$ cat src/rtl/raster_pkg.sv
package raster_pkg;

   localparam int unsigned LINE_W = 7;

   typedef enum logic [1:0] {
      RM_60HZ  = 2'b00,
      RM_50HZ  = 2'b01,
      RM_70HZA = 2'b10,
      RM_70HZB = 2'b11
   } rmode_e;

   // Horizontal start value per refresh mode: the line runs from here to all ones.
   function automatic logic [LINE_W-1:0] line_reload(input logic [1:0] m);
      logic [LINE_W-1:0] r;
      unique case (m)
         RM_60HZ:  r = LINE_W'(8'h01);
         RM_50HZ:  r = LINE_W'(8'h00);
         default:  r = LINE_W'(8'h48);
      endcase
      return r;
   endfunction

endpackage

$ cat src/rtl/raster_hcount.sv
module raster_hcount
   import raster_pkg::*;
#(
   parameter int unsigned HW = LINE_W
) (
   input  logic          clk,
   input  logic          rst_n,
   input  logic          ce,
   input  logic [1:0]    mode_in,
   input  logic          mono_in,
   output logic [HW-1:0] hcnt,
   output logic          mono_q,
   output logic          line_end,
   output logic          line_start
);
   localparam logic [HW-1:0] HMAX = {HW{1'b1}};

   logic [1:0] line_mode;
   logic       at_top;

   assign at_top   = (hcnt == HMAX);
   assign line_end = ce & at_top;

   always_ff @(posedge clk or negedge rst_n) begin
      if (!rst_n) begin
         hcnt      <= line_reload(RM_50HZ);
         line_mode <= RM_50HZ;
         mono_q    <= 1'b0;
      end else if (ce) begin
         if (at_top) begin
            hcnt      <= line_reload(mode_in);
            line_mode <= mode_in;
            mono_q    <= mono_in;
         end else begin
            hcnt <= hcnt + HW'(1);
         end
      end
   end

   assign line_start = ce & (hcnt == line_reload(line_mode));

   assert_step_R2: assert property (@(posedge clk) disable iff (!rst_n)
      (ce && hcnt != HMAX) |=> (hcnt == $past(hcnt) + HW'(1)));

   assert_hold_R2: assert property (@(posedge clk) disable iff (!rst_n)
      (!ce) |=> $stable(hcnt));

   assert_reload_R3: assert property (@(posedge clk) disable iff (!rst_n)
      (ce && hcnt == HMAX) |=> (hcnt == HW'(0) || hcnt == HW'(1) || hcnt == HW'(72)));

endmodule

$ cat src/rtl/raster_vcount.sv
module raster_vcount
   import raster_pkg::*;
#(
   parameter int unsigned VW             = 9,
   parameter int unsigned V_START_60     = 249,
   parameter int unsigned V_START_50     = 199,
   parameter int unsigned V_START_70     = 11,
   parameter int unsigned VS_COLOR_LINES = 3,
   parameter int unsigned VS_MONO_LINES  = 1
) (
   input  logic          clk,
   input  logic          rst_n,
   input  logic          adv,
   input  logic [1:0]    mode_in,
   input  logic          mono_q,
   output logic [VW-1:0] vcnt,
   output logic          vsync
);
   localparam logic [VW-1:0] VMAX     = {VW{1'b1}};
   localparam logic [VW-1:0] TH_COLOR = VW'((2**VW) - VS_COLOR_LINES);
   localparam logic [VW-1:0] TH_MONO  = VW'((2**VW) - VS_MONO_LINES);

   logic [VW-1:0] frame_start;

   always_comb begin
      unique case (mode_in)
         RM_60HZ: frame_start = VW'(V_START_60);
         RM_50HZ: frame_start = VW'(V_START_50);
         default: frame_start = VW'(V_START_70);
      endcase
   end

   always_ff @(posedge clk or negedge rst_n) begin
      if (!rst_n)          vcnt <= VW'(V_START_50);
      else if (adv) begin
         if (vcnt == VMAX) vcnt <= frame_start;
         else              vcnt <= vcnt + VW'(1);
      end
   end

   generate
      if (VS_COLOR_LINES == VS_MONO_LINES) begin : g_one_len
         assign vsync = (vcnt >= TH_COLOR);
      end else begin : g_two_len
         assign vsync = mono_q ? (vcnt >= TH_MONO) : (vcnt >= TH_COLOR);
      end
   endgenerate

   assert_vhold_R5: assert property (@(posedge clk) disable iff (!rst_n)
      (!adv) |=> $stable(vcnt));

endmodule

$ cat src/rtl/raster_hwin.sv
module raster_hwin #(
   parameter int unsigned HW          = 7,
   parameter int unsigned HBLANK_FROM = 112,
   parameter int unsigned HSYNC_FROM  = 120
) (
   input  logic [HW-1:0] hcnt,
   input  logic          mono_q,
   output logic          hblank,
   output logic          hsync
);
   localparam logic [HW-1:0] HB_TH = HW'(HBLANK_FROM);
   localparam logic [HW-1:0] HS_TH = HW'(HSYNC_FROM);

   assign hblank = mono_q | (hcnt >= HB_TH);
   assign hsync  = (hcnt >= HS_TH);

endmodule

$ cat src/rtl/raster_timing_gen.sv
module raster_timing_gen
   import raster_pkg::*;
#(
   parameter int unsigned HW             = LINE_W,
   parameter int unsigned VW             = 9,
   parameter int unsigned V_START_60     = 249,
   parameter int unsigned V_START_50     = 199,
   parameter int unsigned V_START_70     = 11,
   parameter int unsigned VS_COLOR_LINES = 3,
   parameter int unsigned VS_MONO_LINES  = 1,
   parameter int unsigned HBLANK_FROM    = 112,
   parameter int unsigned HSYNC_FROM     = 120
) (
   input  logic          clk,
   input  logic          rst_n,
   input  logic          cnt_ce,
   input  logic [1:0]    mode,
   input  logic          mono,
   output logic          line_end,
   output logic          line_start,
   output logic          hsync,
   output logic          hblank,
   output logic          vsync,
   output logic [HW-1:0] hcnt,
   output logic [VW-1:0] vcnt
);
   localparam int unsigned VLINES = 2**VW;
   localparam logic [VW-1:0] VS_EARLIEST = VW'(VLINES - VS_COLOR_LINES);

   generate
      if (HW != 7) begin : g_bad_hw
         $error("raster_timing_gen: horizontal counter must be 7 bits");
      end
      if (HBLANK_FROM >= 2**HW || HSYNC_FROM >= 2**HW) begin : g_bad_hwin
         $error("raster_timing_gen: blank/sync start outside the line");
      end
      if (VS_COLOR_LINES < VS_MONO_LINES || VS_MONO_LINES == 0) begin : g_bad_vs
         $error("raster_timing_gen: sync line counts inconsistent");
      end
      if (V_START_60 + VS_COLOR_LINES >= VLINES || V_START_50 + VS_COLOR_LINES >= VLINES ||
          V_START_70 + VS_COLOR_LINES >= VLINES) begin : g_bad_vstart
         $error("raster_timing_gen: frame start leaves no room for vsync");
      end
   endgenerate

   logic mono_q;

   raster_hcount #(.HW(HW)) u_hcount (
      .clk        (clk),
      .rst_n      (rst_n),
      .ce         (cnt_ce),
      .mode_in    (mode),
      .mono_in    (mono),
      .hcnt       (hcnt),
      .mono_q     (mono_q),
      .line_end   (line_end),
      .line_start (line_start)
   );

   raster_vcount #(
      .VW             (VW),
      .V_START_60     (V_START_60),
      .V_START_50     (V_START_50),
      .V_START_70     (V_START_70),
      .VS_COLOR_LINES (VS_COLOR_LINES),
      .VS_MONO_LINES  (VS_MONO_LINES)
   ) u_vcount (
      .clk     (clk),
      .rst_n   (rst_n),
      .adv     (line_end),
      .mode_in (mode),
      .mono_q  (mono_q),
      .vcnt    (vcnt),
      .vsync   (vsync)
   );

   raster_hwin #(
      .HW          (HW),
      .HBLANK_FROM (HBLANK_FROM),
      .HSYNC_FROM  (HSYNC_FROM)
   ) u_hwin (
      .hcnt   (hcnt),
      .mono_q (mono_q),
      .hblank (hblank),
      .hsync  (hsync)
   );

   assert_vadv_R5: assert property (@(posedge clk) disable iff (!rst_n)
      line_end |=> (vcnt != $past(vcnt)));

   assert_vsync_window_R8: assert property (@(posedge clk) disable iff (!rst_n)
      vsync |-> (vcnt >= VS_EARLIEST));

   assert_blank_fall_R9: assert property (@(posedge clk) disable iff (!rst_n)
      $fell(hblank) |-> $past(line_end));

endmodule

$ cat config.mk
export PLATFORM = sky130hd
export DESIGN_NAME = raster_timing_gen
export DESIGN_NICKNAME = d
export VERILOG_FILES = /design/src/rtl/raster_pkg.sv /design/src/rtl/raster_hcount.sv /design/src/rtl/raster_vcount.sv /design/src/rtl/raster_hwin.sv /design/src/rtl/raster_timing_gen.sv
export SDC_FILE = /design/constraint.sdc
export NUM_CORES = 1
export LEC_CHECK = 0
export BUFFER_PORTS_ARGS = -buffer_cell sky130_fd_sc_hd__clkbuf_2
export CORE_AREA = 2 2 51 53
export DETAILED_ROUTE_END_ITERATION = 12
export DIE_AREA = 0 0 53 55
export PLACE_DENSITY_LB_ADDON = 0.05
export SKIP_CTS_REPAIR_TIMING = 1
export SLEW_MARGIN = 10
export SYNTH_ARGS = -nofsm -noshare
export SYNTH_HDL_FRONTEND = slang
export SYNTH_SLANG_ARGS = --single-unit
$ cat constraint.sdc
create_clock -name clk -period 2.11 [get_ports clk]
set_input_delay 0.3165 -clock clk [delete_from_list [all_inputs] [get_ports clk]]
set_output_delay 0.3165 -clock clk [all_outputs]
set_load 0.01 [all_outputs]
==> impl_metrics.ini <==
[clocking]
path_clk_slew_ns = 0.10
cts_buffers = 3
tritoncts = built
cts_buffer_depth = 2
htreeDepth = 1
clock_sinks = 19
cts_root_buf = clkbuf_4
clock_latency_ns = 0.29

[timing]
finalCriticalPeriod_ns = 2.08
relSlewSlack_pct = 67.5
hold_viol = 0
max_freq_mhz = 481
timing.final.crit_share_pct = 98.6
finalSetupViolCount = 0
tightest_slew_ns = 0.488
worst_slack_ns = 0.0296
slew_viol_final = 0
grt_setup_unrepaired = yes
fin_skew_ns = 0.00198

[detailed_routing]
first_pass_iters = 6
wire_per_inst_um = 14.0
top_layer_used = met4
wl_met2_um = 1420
drt_iter0_markers = 13
wirelength_um = 2740
antenna_left = 0
vias_per_cell = 5.51
num_vias = 1075
met3WireLength_um = 85
wirelength_met1_um = 1210
drc = 0

[floorplanning]
core_mm2 = 0.00236
start_util_pct = 50.6
fp.dieW_um = 53
dieHeight_um = 55
ios = 27
dieArea_mm2 = 0.00292
fp-row-count = 18

[synthesis]
synthFlopType = dfrtp_1
synth_cells = 132
async_flop_share_pct = 100
yosys.area.top_type_share_pct = 27.2
yosysSeqAreaShare_pct = 40.4
synth_common_cells = 18 x nand2_1, 13 x dfrtp_1, 12 x o21ai_0
synth_area_leader_cell = dfrtp_1
yosysMostFrequentCell = nand2_1
synth_cell_type_count = 36
synth_seq_cells = 19
synth-edff-count = 0
syn_area_mm2 = 0.00120
ys_top_cells_by_area = dfrtp_1 27%, dfstp_2 13%, nand2_1 5.6%
synth_nets = 143
yosysWarnings = 0
syn_area_per_cell_um2 = 9.06

[finish]
drive_gt1_share_pct = 38.8
fillers = 236
area_growth_pct = 18.5
antennaDiodeCount = 0
nets = 177
multi_input_area_um2 = 641
ff_latch_area_um2 = 484
layoutNonFillerInstCount = 195

[power]
max-vdd-ir-drop_v = 0.000504
p_per_area_mw_per_mm2 = 665
leakage_nw = 0.683

[setup_path]
cp_slowest_stage_delay_ns = 0.61
rrSetupSlack_ns = 0.29
cp_max_fo = 8
cp-start-kind = flip-flop
reg2reg_from = u_vcount.vcnt[2]
reg2reg_to = u_vcount.vcnt[5]
path_cells = and3_4, nand2_4, nor2_2, ha_2, o21bai_1, a21o_1, buf_2
slowest_stage = dfstp_2
crit_required_ns = 1.79
crit_arrival_ns = 1.76
path_delay_family = flip-flops
worst-setup-path-type = reg -> out
reg2reg_depth = 8
critical_path_buf_inv_count = 1
cp-end-kind = output port

[min_path]
whs_path_depth = 3
min_to = u_hcount.mono_q
min_from = mono
hold_class = in -> reg

[global_route]
grt_use_total_pct = 20.2
grt_pass1_wl_um = 4320
grt_pass1_vias = 986
gr-total-overflow = 0
antenna_found_initial = 0
grt_max_degree = 20

[placed_design]
gp_congestion = 0.830
hpwl_um = 1990
portBuffers = 26
dp.cells = 186
post-place-ws_ns = 0.235

[run_status]
status = finished clean

[flow_run]
drv_cap = 0
==> per-stage QoR <==
step / setup TNS, ns / cell area (um^2) / power (W) / hold slack [ns] / utilization (%)
final: 0 / 1420 / 0.000942 / 0.210 / 59.9
after global routing: -0.119 / 1420 / 0.00101 / 0.189 / 59.9
after CTS: -0.219 / 1350 / 0.000951 / -0.0320 / 57.2
after detailed placement: 0 / 1330 / 0.000762 / 0.293 / 56.1
after global placement: 0 / 1330 / 0.000756 / 0.306 / 56.1
after floorplan: 0 / 1200 / 0.000649 / 0.0209 / -
==> sequential cells by signal, indices dropped and copies added, names as in the netlist <==
signal              flops
u_hcount.hcnt           7
u_hcount.line_mode      2
u_vcount.vcnt           9
u_hcount.mono_q         1
==> cell type report <==
type | count | share of cell area [%]
Multi-Input combinational cell | 100 | 45.2
Sequential cell | 19 | 34.2
Timing Repair Buffer | 35 | 14.1
Tap cell | 30 | 2.65
Inverter | 7 | 2.03
Clock buffer | 4 | 1.85
==> worst reg2reg max path: stages, from the launching register on <==
cell	delay, ns
dfstp_2	0.61
and3_4	0.23
nand2_4	0.05
nor2_2	0.07
ha_2	0.18
buf_4	0.20
o21ai_0	0.16
o21ai_0	0.14
a21oi_2	0.08
==> power breakdown <==
| part | switching (W) | internal, W |
|---|---|---|
| logic | 0.000134 | 0.000116 |
| registers | 0.0000916 | 0.000422 |
| clock network | 0.000105 | 0.0000734 |
| total | 0.000331 | 0.000612 |
==> cell usage in the layout, fill, tap and decap left out, types with 2 or more instances in the layout <==
master	instances
ha_2	2
inv_1	6
a31o_2	3
a21oi_1	11
o41ai_1	2
nand3b_1	2
a21oi_2	5
xnor2_1	3
o21bai_1	2
clkbuf_2	25
nand2_1	17
dfstp_2	6
dfrtp_1	12
nand4_1	4
ha_1	3
o21ai_0	12
nand3_1	5
nand2b_1	2
nor3_1	3
nor2_1	6
clkbuf_4	3
and3_1	2
buf_4	8
nor4_1	2
==> logic make-up after synthesis <==
group           count (synthesis)  synth area share [%]
xor+xnor                        3                  2.20
mux                             1                  1.25
compound gates                 40                  21.5
buf+inv                        13                  7.95
fa+ha+maj                       5                  5.23
simple gates                   51                  21.4
flops                          19                  40.4
==> metal layers <==
metal / track usage (%) / vias to the layer above
met5: 0 / -
met4: 6.41 / 0
met3: 3.23 / 2
met2: 37.5 / 16
met1: 24.0 / 518
li1: - / 539
==> how the worst max path moves through the flow <==
stage | slack, ns | depth (start not counted) | start | endpoint
floorplan | 0.07 | 7 | u_vcount.vcnt[1] | vsync
global placement | 0.25 | 5 | u_hcount.hcnt[0] | line_end
detailed placement | 0.24 | 5 | u_hcount.hcnt[0] | line_end
CTS | -0.12 | 5 | u_hcount.hcnt[0] | line_end
global route | -0.08 | 7 | u_vcount.vcnt[2] | vsync
finish | 0.03 | 7 | u_vcount.vcnt[2] | vsync
No activity file was read; power rests on OpenSTA's default activity.
